## config.mk

```make
export PLATFORM = sky130hd
export DESIGN_NAME = tbus_clkgen
export DESIGN_NICKNAME = d
export VERILOG_FILES = /design/src/rtl/tbus_pkg.sv /design/src/rtl/tbus_cfg_reg.sv /design/src/rtl/tbus_timebase.sv /design/src/rtl/tbus_out_pair.sv /design/src/rtl/tbus_fclk_mux.sv /design/src/rtl/tbus_clkgen.sv
export SDC_FILE = /design/constraint.sdc
export NUM_CORES = 1
export LEC_CHECK = 0
export ABC_AREA = 0
export BUFFER_PORTS_ARGS = -buffer_cell sky130_fd_sc_hd__clkbuf_2
export CAP_MARGIN = 0
export CORE_MARGIN = 4
export CORE_UTILIZATION = 47
export DETAILED_ROUTE_END_ITERATION = 8
export MAX_ROUTING_LAYER = met4
export PLACE_DENSITY_LB_ADDON = 0.3
export SETUP_SLACK_MARGIN = 0.02
export SYNTH_ARGS = -nofsm -noshare
export SYNTH_HDL_FRONTEND = slang
export SYNTH_SLANG_ARGS = --single-unit
```

## constraint.sdc

```tcl
create_clock -name clk -period 1.3 [get_ports clk]
set_input_delay 0 -clock clk [delete_from_list [all_inputs] [get_ports clk]]
set_output_delay 0 -clock clk [all_outputs]
set_load 0.02 [all_outputs]
```

## src/rtl/tbus_pkg.sv

```systemverilog
`timescale 1ns/1ps
package tbus_pkg;

    // Framer clock source codes; the numbering is the programming interface.
    typedef enum logic [2:0] {
        FCK_OFF      = 3'b000,
        FCK_OSC      = 3'b001,
        FCK_PLL      = 3'b010,
        FCK_PLL_HALF = 3'b011,
        FCK_DIV2M    = 3'b100,
        FCK_DIV4M    = 3'b101,
        FCK_DIV8M    = 3'b110,
        FCK_MASTER   = 3'b111
    } fclk_sel_e;

    // Control byte, most significant field first.
    typedef struct packed {
        fclk_sel_e fclk_sel;   // bits 7..5
        logic      rx_c8;      // bit 4
        logic      en_a;       // bit 3
        logic      en_b;       // bit 2
        logic      bus_fast;   // bit 1
        logic      frame_wide; // bit 0
    } tbus_cfg_t;

    // Divided clocks taken from the position counter.
    typedef struct packed {
        logic d8m;
        logic d4m;
        logic d2m;
    } div_clks_t;

    // Internal clock/frame pair shared by all output pairs.
    typedef struct packed {
        logic clk;
        logic frame_n;
    } bus_sig_t;

    // Pin-level view of one output pair.
    typedef struct packed {
        logic clk;
        logic frame_n;
        logic oe;
    } pair_pins_t;

    // True when pos lies in the window that straddles the counter wrap:
    // [lo_edge, end of frame) or [0, hi_edge).
    function automatic logic near_wrap(logic [15:0] pos,
                                       logic [15:0] lo_edge,
                                       logic [15:0] hi_edge);
        return (pos >= lo_edge) || (pos < hi_edge);
    endfunction

    // Internal bus clock form chosen by the rate bit.
    function automatic logic bus_clock_form(logic fast, div_clks_t d);
        return fast ? d.d8m : ~d.d4m;
    endfunction

endpackage

```

## src/rtl/tbus_cfg_reg.sv

```systemverilog
`timescale 1ns/1ps
module tbus_cfg_reg
    import tbus_pkg::*;
(
    input  logic       clk,
    input  logic       rst,
    input  logic       wr_en,
    input  logic [7:0] wr_data,
    input  logic       boundary,
    output tbus_cfg_t  cfg_act
);

    logic [7:0] pend_q;
    logic [7:0] act_q;

    // Writes land in the pending copy; the active copy follows only at the
    // last cycle of a frame, so the outputs switch on the frame wrap.
    always_ff @(posedge clk) begin
        if (rst) begin
            pend_q <= '0;
            act_q  <= '0;
        end else begin
            if (wr_en) begin
                pend_q <= wr_data;
            end
            if (boundary) begin
                act_q <= pend_q;
            end
        end
    end

    assign cfg_act = tbus_cfg_t'(act_q);

endmodule

```

## src/rtl/tbus_timebase.sv

```systemverilog
`timescale 1ns/1ps
module tbus_timebase
    import tbus_pkg::*;
#(
    parameter int unsigned CNT_W      = 11,
    parameter int unsigned BUS_FR_CYC = 2,
    parameter int unsigned NARROW_CYC = 2,
    parameter int unsigned WIDE_CYC   = 4
) (
    input  logic             clk,
    input  logic             rst,
    input  logic             frame_wide,
    output logic [CNT_W-1:0] pos,
    output logic             boundary,
    output div_clks_t        div,
    output logic             bus_frame_n,
    output logic             comp_frame_n
);

    localparam int unsigned     PERIOD  = 1 << CNT_W;
    localparam logic [CNT_W-1:0] POS_MAX = '1;
    localparam logic [15:0] BUS_LO    = 16'(PERIOD - BUS_FR_CYC / 2);
    localparam logic [15:0] BUS_HI    = 16'(BUS_FR_CYC / 2);
    localparam logic [15:0] NARROW_LO = 16'(PERIOD - NARROW_CYC / 2);
    localparam logic [15:0] NARROW_HI = 16'(NARROW_CYC / 2);
    localparam logic [15:0] WIDE_LO   = 16'(PERIOD - WIDE_CYC / 2);
    localparam logic [15:0] WIDE_HI   = 16'(WIDE_CYC / 2);

    logic [CNT_W-1:0] pos_q;
    logic [15:0]      pos_ext;

    // One free-running counter spans the whole frame.
    always_ff @(posedge clk) begin
        if (rst) begin
            pos_q <= '0;
        end else begin
            pos_q <= pos_q + 1'b1;
        end
    end

    assign pos      = pos_q;
    assign pos_ext  = 16'(pos_q);
    assign boundary = (pos_q == POS_MAX);

    // Binary weights of the counter are the divided clocks.
    assign div.d8m = pos_q[0];
    assign div.d4m = pos_q[1];
    assign div.d2m = pos_q[2];

    // Frame pulses sit symmetrically around the wrap.
    assign bus_frame_n = ~near_wrap(pos_ext, BUS_LO, BUS_HI);

    always_comb begin
        if (frame_wide) begin
            comp_frame_n = ~near_wrap(pos_ext, WIDE_LO, WIDE_HI);
        end else begin
            comp_frame_n = ~near_wrap(pos_ext, NARROW_LO, NARROW_HI);
        end
    end

endmodule

```

## src/rtl/tbus_out_pair.sv

```systemverilog
`timescale 1ns/1ps
module tbus_out_pair
    import tbus_pkg::*;
(
    input  logic       en,
    input  logic       fail,
    input  bus_sig_t   bus,
    output pair_pins_t pins
);

    // A failure flag overrides the enable immediately; an idle pair parks
    // its clock low and its frame inactive high.
    always_comb begin
        pins.oe      = en & ~fail;
        pins.clk     = pins.oe & bus.clk;
        pins.frame_n = ~pins.oe | bus.frame_n;
    end

endmodule

```

## src/rtl/tbus_fclk_mux.sv

```systemverilog
`timescale 1ns/1ps
module tbus_fclk_mux
    import tbus_pkg::*;
(
    input  fclk_sel_e sel,
    input  logic      master_clk,
    input  logic      osc_clk,
    input  logic      pll_clk,
    input  logic      pll_half_clk,
    input  div_clks_t div,
    output logic      fr_clk,
    output logic      fr_oe
);

    always_comb begin
        fr_oe = 1'b1;
        unique case (sel)
            FCK_OSC:      fr_clk = osc_clk;
            FCK_PLL:      fr_clk = pll_clk;
            FCK_PLL_HALF: fr_clk = pll_half_clk;
            FCK_DIV2M:    fr_clk = div.d2m;
            FCK_DIV4M:    fr_clk = div.d4m;
            FCK_DIV8M:    fr_clk = div.d8m;
            FCK_MASTER:   fr_clk = master_clk;
            default: begin
                fr_clk = 1'b0;
                fr_oe  = 1'b0;
            end
        endcase
    end

endmodule

```

## src/rtl/tbus_clkgen.sv

```systemverilog
`timescale 1ns/1ps
module tbus_clkgen
    import tbus_pkg::*;
#(
    parameter int unsigned CNT_W      = 11,
    parameter int unsigned BUS_FR_CYC = 2,
    parameter int unsigned NARROW_CYC = 2,
    parameter int unsigned WIDE_CYC   = 4
) (
    input  logic       clk,
    input  logic       rst,
    input  logic       cfg_wr,
    input  logic [7:0] cfg_wdata,
    input  logic       osc_clk,
    input  logic       pll2_clk,
    input  logic       pll2_half_clk,
    input  logic       fail_a,
    input  logic       fail_b,
    output logic       bus_clk_a,
    output logic       bus_frame_n_a,
    output logic       bus_oe_a,
    output logic       bus_clk_b,
    output logic       bus_frame_n_b,
    output logic       bus_oe_b,
    output logic       comp_frame_n,
    output logic       fr_clk,
    output logic       fr_clk_oe,
    output logic       rx_c8_mode
);

    localparam int unsigned NUM_PAIRS = 2;

    tbus_cfg_t        cfg_act;
    logic [7:0]       cfg_q;
    logic [CNT_W-1:0] cnt_q;
    logic             boundary;
    div_clks_t        div;
    bus_sig_t         bus_int;
    logic             bus_frame_n;
    logic [NUM_PAIRS-1:0] pair_en;
    logic [NUM_PAIRS-1:0] pair_fail;
    pair_pins_t           pair_pins [NUM_PAIRS];

    tbus_cfg_reg u_cfg (
        .clk      (clk),
        .rst      (rst),
        .wr_en    (cfg_wr),
        .wr_data  (cfg_wdata),
        .boundary (boundary),
        .cfg_act  (cfg_act)
    );

    assign cfg_q = cfg_act;

    tbus_timebase #(
        .CNT_W      (CNT_W),
        .BUS_FR_CYC (BUS_FR_CYC),
        .NARROW_CYC (NARROW_CYC),
        .WIDE_CYC   (WIDE_CYC)
    ) u_tb (
        .clk          (clk),
        .rst          (rst),
        .frame_wide   (cfg_act.frame_wide),
        .pos          (cnt_q),
        .boundary     (boundary),
        .div          (div),
        .bus_frame_n  (bus_frame_n),
        .comp_frame_n (comp_frame_n)
    );

    // One internal clock/frame pair feeds every output pair.
    assign bus_int.clk     = bus_clock_form(cfg_act.bus_fast, div);
    assign bus_int.frame_n = bus_frame_n;

    // Index 0 is pair A, index 1 is pair B.
    assign pair_en   = {cfg_act.en_b, cfg_act.en_a};
    assign pair_fail = {fail_b, fail_a};

    for (genvar p = 0; p < NUM_PAIRS; p++) begin : g_pair
        tbus_out_pair u_pair (
            .en   (pair_en[p]),
            .fail (pair_fail[p]),
            .bus  (bus_int),
            .pins (pair_pins[p])
        );
    end

    assign bus_clk_a     = pair_pins[0].clk;
    assign bus_frame_n_a = pair_pins[0].frame_n;
    assign bus_oe_a      = pair_pins[0].oe;
    assign bus_clk_b     = pair_pins[1].clk;
    assign bus_frame_n_b = pair_pins[1].frame_n;
    assign bus_oe_b      = pair_pins[1].oe;

    tbus_fclk_mux u_fmux (
        .sel          (cfg_act.fclk_sel),
        .master_clk   (clk),
        .osc_clk      (osc_clk),
        .pll_clk      (pll2_clk),
        .pll_half_clk (pll2_half_clk),
        .div          (div),
        .fr_clk       (fr_clk),
        .fr_oe        (fr_clk_oe)
    );

    assign rx_c8_mode = cfg_act.rx_c8;

endmodule

```

==> results of run 1 <==
-- synth_stat cells (all sizes together), types with 3 or more instances --
cell type and count:
nand4 4, nand3 6, buf 5, clkbuf 3, xor2 7, mux2i 16, nor2b 4, dfxtp 27
nor2 28, a21oi 5, nand2 6, o21ai 3
-- sequential cells by signal, indices dropped and copies added (netlist names) --
name / count
u_cfg.pend_q: 8
u_cfg.cfg_act: 8
u_tb.pos: 11
-- cell families (layout without fill, tap and decap cells) --
family	after synthesis	after routing
fa+ha+maj	1	1
buf+inv	10	62
xor+xnor	8	8
flops	27	27
mux	18	18
simple gates	56	56
compound gates	11	11
-- worst min-delay path: stages --
cell and delay (ps):
clkbuf_2 240, mux2i_1 110, nor2_1 70
-- repair_timing --
item	4_1_cts	5_1_grt
endpoints found under the setup margin	18	19
hold buffers	8	0
buffers inserted	6	2
gates resized for setup	39	19
hold endpoints to repair	8	0
pin swaps	9	7
-- worst max path at each step --
stage	startpoint	endpoint	slack, ps	depth (start not counted)
2_1_floorplan	clk	fr_clk	20	3
3_3_place_gp	clk	fr_clk	-70	4
3_5_place_dp	clk	fr_clk	-70	4
4_1_cts	u_tb.pos[6]	bus_frame_n_a	-390	5
5_1_grt	u_tb.pos[1]	bus_frame_n_a	-470	6
6_report	u_tb.pos[0]	fr_clk	-380	5
-- layer usage --
layer	vias up	GRT usage (%)	wire, µm
li1	558	-	-
met1	508	22.19	1241
met2	31	32.22	1492
met3	6	3.509	143
met4	0	10.68	42
met5	-	-	0
-- layout make-up --
cell class | instances | area, µm²
tap | 30 | 37.54
clock inverter | 1 | 5.005
timing repair buffer | 52 | 386.6
inverter | 2 | 7.507
fill | 181 | 681.9
sequential | 27 | 570.5
multi-input combinational | 94 | 706.9
clock buffer | 7 | 58.81
-- power by group through the flow --
stage	logic (mW)	registers [mW]	clock network, mW
floorplan	0.0990	0.878	0.00316
global placement	0.150	0.883	0.00317
detailed placement	0.153	0.884	0.00317
CTS	0.202	0.866	0.503
global route	0.242	0.864	0.551
finish	0.221	0.859	0.485
==> results.cfg, run 1 <==
[worst_hold_path]
worstHoldPathCells = 3
hold_end = u_cfg.pend_q[3]
hold_start = cfg_wr
min-delay-path-class = primary input to flop

[route]
via_count = 1103
drt-vias-per-instance = 5.178
first_iter_violations = 11
drtAntennaViolNets = 0
drc_errors = 0
drtPass1Iterations = 4
wl_per_cell_um = 13.70
wl_mm = 2.919

[sta]
max_freq_mhz = 596.7
hold_viol = 0
worstMarginPinSlew_ps = 545.9
drv_slew = 0
post-route-period-util_pct = 128.9
grt_setup_unrepaired = true
tns_ps = -1707
skew_ps = 4.267
period_needed_ps = 1676
worst_slack_ps = -376.0
hold_slack_ps = 19.56
setup_viol = 9
maxSlewHeadroom_pct = 63.60

[power_and_ir_drop]
p_int_mw = 1.181
p_leak_nw = 0.8413
peakVddDrop_mv = 0.6780
powerDensity_nw_per_um2 = 883.2
p_sw_share_pct = 24.58
p_total_mw = 1.566
combPwrFrac_pct = 14.1
p_seq_share_pct = 54.9
pwr-share-clk_pct = 31.0
p_switching_mw = 0.3850

[cells_and_area]
utilization_pct = 72.22
fin_cells = 213
syn2layout_area_growth_pct = 46.69
final_cell_mix = nor2_1 (27), clkbuf_2 (18), buf_4 (17)
final_nets = 201
drive_above_1_share_pct = 44.81
n_antenna_cell = 0
fin_area_um2 = 1773
final_common_cell = nor2_1

[synthesis]
syn_inst = 131
synth_area_leaders = dfxtp_1 (45%), mux2i_1 (13%), nor2_1 (8.7%), xor2_1 (5.1%), nand3_1 (2.5%)
synth_area_leader_cell = dfxtp_1
synthMuxAreaShare_pct = 16.36
synthArstFlopShare_pct = 0
synth-xor-area-share_pct = 5.797
synth_compound_area_share_pct = 4.969
netlist_area_um2 = 1209
synth_top_family_by_area = simple AND/OR/NAND/NOR gates
yosys_warnings = 0
ys_seq_area_share_pct = 44.72
synthSimpleGateAreaFrac_pct = 23.08
ys_types = 28
synth_ff_type = dfxtp_1
synthesis.nets = 148
yosysTopAreaCellShare_pct = 44.72
synthAdderAreaFrac_pct = 1.035
ys_ff_latch = 27
synth_edf_count = 0
synth_area_per_cell_um2 = 9.226

[run_status]
violations = negative setup slack
outcome = complete, but fails checks

[worst_setup_path]
worst-path-buf-inv = 2
max_stage_delay_ps = 450
arrival_ps = 1680
end_kind = output port
worstSetupPathType = flop to output port
slowest_stage = mux4_2
cp.required_ps = 1300
path_cells = buf_6, mux4_2, nand2_2, o21ai_2, clkbuf_8
crit_fanout = 5
rr_endpoint = u_cfg.cfg_act[7]
start_kind = flop
rr_worst_depth = 5
cp_top_family = multiplexers
r2r_start = u_tb.pos[3]
rrSetupSlack_ps = -10

[global_routing]
overflow = 0
antenna_found_initial = 0
grt_max_degree = 28
grtUsageTotal_pct = 19.47
grt_pass1_vias = 1171
grt_first_pass_wirelength_mm = 4.961

[placed_design]
gp_congestion = 0.8646
dp_cells = 190
post_dp_cell_area_um2 = 1424
hpwlAfterDp_mm = 1.854
port_buffers = 25
pre_cts_ws_ps = -71.38

[floorplanning]
die_x_um = 58.71
dieHeight_um = 58.71
start_util_pct = 49.24
ios = 26
num_rows = 18
core_um2 = 2455
dieArea_um2 = 3447

[clocking]
clock_latency_ps = 430
cts_tree = done
path_clk_slew_ps = 140

[job]
maxCapViolations = 0
Power figures use the tool's default switching activity.
==> run 2, diff against run 1 <==
- CORE_MARGIN: 4 -> default
- CORE_UTILIZATION: 47 -> 52
- clock period: 1.3 -> 1.7 ns (I/O delays scaled with it)
==> results.cfg, run 2 (same netlist as run 1, synthesis figures left out) <==
[power_and_ir_drop]
peakVddDrop_mv = 0.5384
powerDensity_nw_per_um2 = 711.2
p_leak_nw = 0.7527

[floorplanning]
core_um2 = 2191
dieHeight_um = 50.21
die_x_um = 50.21
dieArea_um2 = 2521
start_util_pct = 55.17
ios = 26
num_rows = 17

[sta]
worstMarginPinSlew_ps = 536.8
period_needed_ps = 1703
tns_ps = -3.174
skew_ps = 1.461
post-route-period-util_pct = 100.2
grt_setup_unrepaired = true
drv_slew = 0
maxSlewHeadroom_pct = 64.21
hold_viol = 0
worst_slack_ps = -3.174
max_freq_mhz = 587.1
setup_viol = 1
hold_slack_ps = 33.66

[run_status]
outcome = complete, but fails checks
violations = negative setup slack

[worst_setup_path]
cp.required_ps = 1700
start_kind = flop
arrival_ps = 1700
end_kind = output port
crit_fanout = 6
worstSetupPathType = flop to output port

[cells_and_area]
syn2layout_area_growth_pct = 33.33
final_common_cell = nor2_1
final_cell_mix = nor2_1 (28), clkbuf_2 (21), mux2i_1 (16)
final_nets = 185
drive_above_1_share_pct = 35.93
fin_area_um2 = 1612
n_antenna_cell = 0
largest_reg_flops = 11
utilization_pct = 73.56
multi_input_area_um2 = 670.6
seqCellArea_um2 = 573.1
fill_cells = 155

[clocking]
clock_latency_ps = 430
cts_tree = done
path_clk_slew_ps = 140

[route]
drc_errors = 0
drtPass1Iterations = 5
wl_mm = 2.773
first_iter_violations = 22
via_count = 1097
wl_per_cell_um = 14.22
drt-vias-per-instance = 5.626
drtAntennaViolNets = 0

[global_routing]
grt_max_degree = 28
overflow = 0
grtUsageTotal_pct = 25.53
grt_first_pass_wirelength_mm = 4.602
grt_pass1_vias = 1076
antenna_found_initial = 0

[placed_design]
post_dp_cell_area_um2 = 1343
port_buffers = 25
pre_cts_ws_ps = 138.9
hpwlAfterDp_mm = 1.616
gp_congestion = 0.8146

[worst_hold_path]
min-delay-path-class = primary input to flop

[job]
maxCapViolations = 0
-- run 2: layout make-up --
type | instances | area share, %
clock inverter | 1 | 0.3106
multi-input combinational | 94 | 41.61
clock buffer | 6 | 2.795
sequential | 27 | 35.56
tap | 28 | 2.174
timing repair buffer | 37 | 17.08
inverter | 2 | 0.4658
-- run 2: worst paths after layout --
path / startpoint / slack [ps] / depth (start not counted) / end
max: u_tb.pos[6] / -3 / 5 / comp_frame_n
min: cfg_wr / 30 / 3 / u_cfg.pend_q[3]
max reg2reg: u_tb.pos[6] / 350 / 4 / u_cfg.cfg_act[7]
min reg2reg: u_cfg.pend_q[6] / 510 / 2 / u_cfg.cfg_act[6]
-- run 2: worst max-delay path, stage by stage, from the launching register on --
cell,delay (ps)
dfxtp_4,410
and4_2,300
nand3_2,130
o21ai_1,160
a21oi_1,100
clkbuf_4,170
-- run 2: power breakdown --
group | switching (mW) | internal, mW | total [mW]
Sequential | 0.0118 | 0.641 | 0.653
Combinational | 0.0749 | 0.0759 | 0.151
Clock | 0.200 | 0.142 | 0.342
-- run 2: through the flow --
stage          cells  total power, mW
6_report         195            1.146
4_1_cts          193            1.132
3_3_place_gp     178           0.7829
5_1_grt          195            1.194
2_1_floorplan    131           0.7495
3_5_place_dp     178           0.7864
-- run 2: routing by layer --
metal / wire length (µm) / share of wire, % / GRT usage, %
met1: 1139 / 41 / 28.74
met4: 76 / 2.7 / 14.29
met3: 171 / 6.2 / 6.061
met2: 1386 / 50 / 41.33
met5: 0 / 0 / -
-- run 2: repair_timing --
item,CTS,global route
resized for setup,26,17
endpoints found under the hold margin,8,0
hold buffers,8,0
pin swaps,4,3
setup endpoints to repair,4,4
buffers inserted,1,2
==> run 3, diff against run 2 <==
- ABC_AREA: 0 -> default
- CELL_PAD_IN_SITES_DETAIL_PLACEMENT: default -> 0
- CELL_PAD_IN_SITES_GLOBAL_PLACEMENT: default -> 1
- CORE_ASPECT_RATIO: default -> 0.5
- CORE_UTILIZATION: 52 -> 39
==> results.cfg, run 3 (same netlist as run 1, synthesis figures left out) <==
[sta]
hold_viol = 0
maxSlewHeadroom_pct = 63.91
worstMarginPinSlew_ps = 541.4
drv_slew = 0
setup_viol = 0
tns_ps = 0
skew_ps = 7.597
grt_setup_unrepaired = true

[placed_design]
port_buffers = 25
dp_cells = 187
hpwlAfterDp_mm = 1.580
gp_congestion = 0.7498
post_dp_cell_area_um2 = 1354

[power_and_ir_drop]
p_total_mw = 1.280
peakVddDrop_mv = 0.5822
p_leak_nw = 0.7693
powerDensity_nw_per_um2 = 787.1

[global_routing]
grt_pass1_vias = 871
grtUsageTotal_pct = 17.13
antenna_found_initial = 0
grt_first_pass_wirelength_mm = 3.822
grt_max_degree = 28
overflow = 0

[cells_and_area]
n_antenna_cell = 0
final_nets = 188
fin_area_um2 = 1627
syn2layout_area_growth_pct = 34.58
fill_cells = 249
final_common_cell = nor2_1
final_cell_mix = nor2_1 (28), clkbuf_2 (22), dfxtp_1 (18)
drive_above_1_share_pct = 34.12
largest_reg_flops = 11
fin_cells = 207
utilization_pct = 58.82

[floorplanning]
dieArea_um2 = 3339
die_x_um = 80.73
core_um2 = 2765
dieHeight_um = 41.37
ios = 26
num_rows = 13
start_util_pct = 43.71

[worst_setup_path]
cp.depth = 5
crit_fanout = 2
rr_worst_depth = 5
arrival_ps = 1690
path_cells = buf_8, mux4_2, nand2_1, o21ai_1, buf_4
worstSetupPathType = clock port to output port
slowest_stage = mux4_2
max_stage_delay_ps = 460
rrSetupSlack_ps = 260
start_kind = clock port
end_kind = output port
cp_top_family = multiplexers
worst-path-buf-inv = 2
cp.required_ps = 1700

[run_status]
outcome = complete, no violations

[route]
drtPass1Iterations = 4
wl_per_cell_um = 11.84
first_iter_violations = 64
wl_met1_mm = 1.193
wl_mm = 2.451
wl_met3_um = 127
via_count = 1015
drc_errors = 0
drtAntennaViolNets = 0
route.top_layer_used = met4
drt-vias-per-instance = 4.903
wl_met2_mm = 1.114

[job]
maxCapViolations = 0

[worst_hold_path]
min-delay-path-class = primary input to flop
worstHoldPathCells = 3

[clocking]
clock_latency_ps = 380
path_clk_slew_ps = 90
cts_tree = done
-- run 3: metrics by stage --
stage,hold slack [ps],setup WS (ps)
5_1_grt,111.5,-42.09
3_3_place_gp,232.7,138.5
6_report,101.9,6.323
4_1_cts,93.31,-16.49
3_5_place_dp,241.8,139.0
2_1_floorplan,82.76,185.1
-- run 3: routing by layer --
layer,up-vias,global-route usage (%)
met5,-,-
met4,0,5.804
met3,2,8.478
met2,23,27.54
met1,470,19.24
li1,520,-
-- run 3: final timing paths --
check                  start          endpoint
max                      clk            fr_clk
min reg2reg  u_cfg.pend_q[7]  u_cfg.cfg_act[7]
max reg2reg      u_tb.pos[3]  u_cfg.cfg_act[1]
min                   cfg_wr   u_cfg.pend_q[5]
-- run 3: report_power, final --
group / switching (mW) / internal [mW] / total [mW]
Sequential: 0.0120 / 0.646 / 0.658
Combinational: 0.0674 / 0.0660 / 0.133
Clock: 0.212 / 0.277 / 0.489
Total: 0.292 / 0.989 / 1.28
-- run 3: repair_timing --
item,4_1_cts,5_1_grt
resized for setup,9,22
setup endpoints to repair,4,4
hold buffers,8,0
buffers inserted,0,6
hold endpoints to repair,8,0
pin swaps,2,5
-- run 3: area by class of cell --
type | count | area (µm²) | area share [%]
tap | 37 | 46.29 | 2.846
multi-input combinational | 94 | 664.4 | 40.85
timing repair buffer | 40 | 266.5 | 16.38
inverter | 2 | 7.507 | 0.4615
clock inverter | 1 | 5.005 | 0.3077
clock buffer | 6 | 77.57 | 4.769
sequential | 27 | 559.3 | 34.38
-- run 3: worst register-to-register path, delay by kind of cell, from the launching register on --
| kind | cells | cell delay, ps |
|---|---|---|
| flops | 1 | 410 |
| simple gates | 3 | 540 |
| mux | 1 | 220 |
| buf+inv | 1 | 130 |
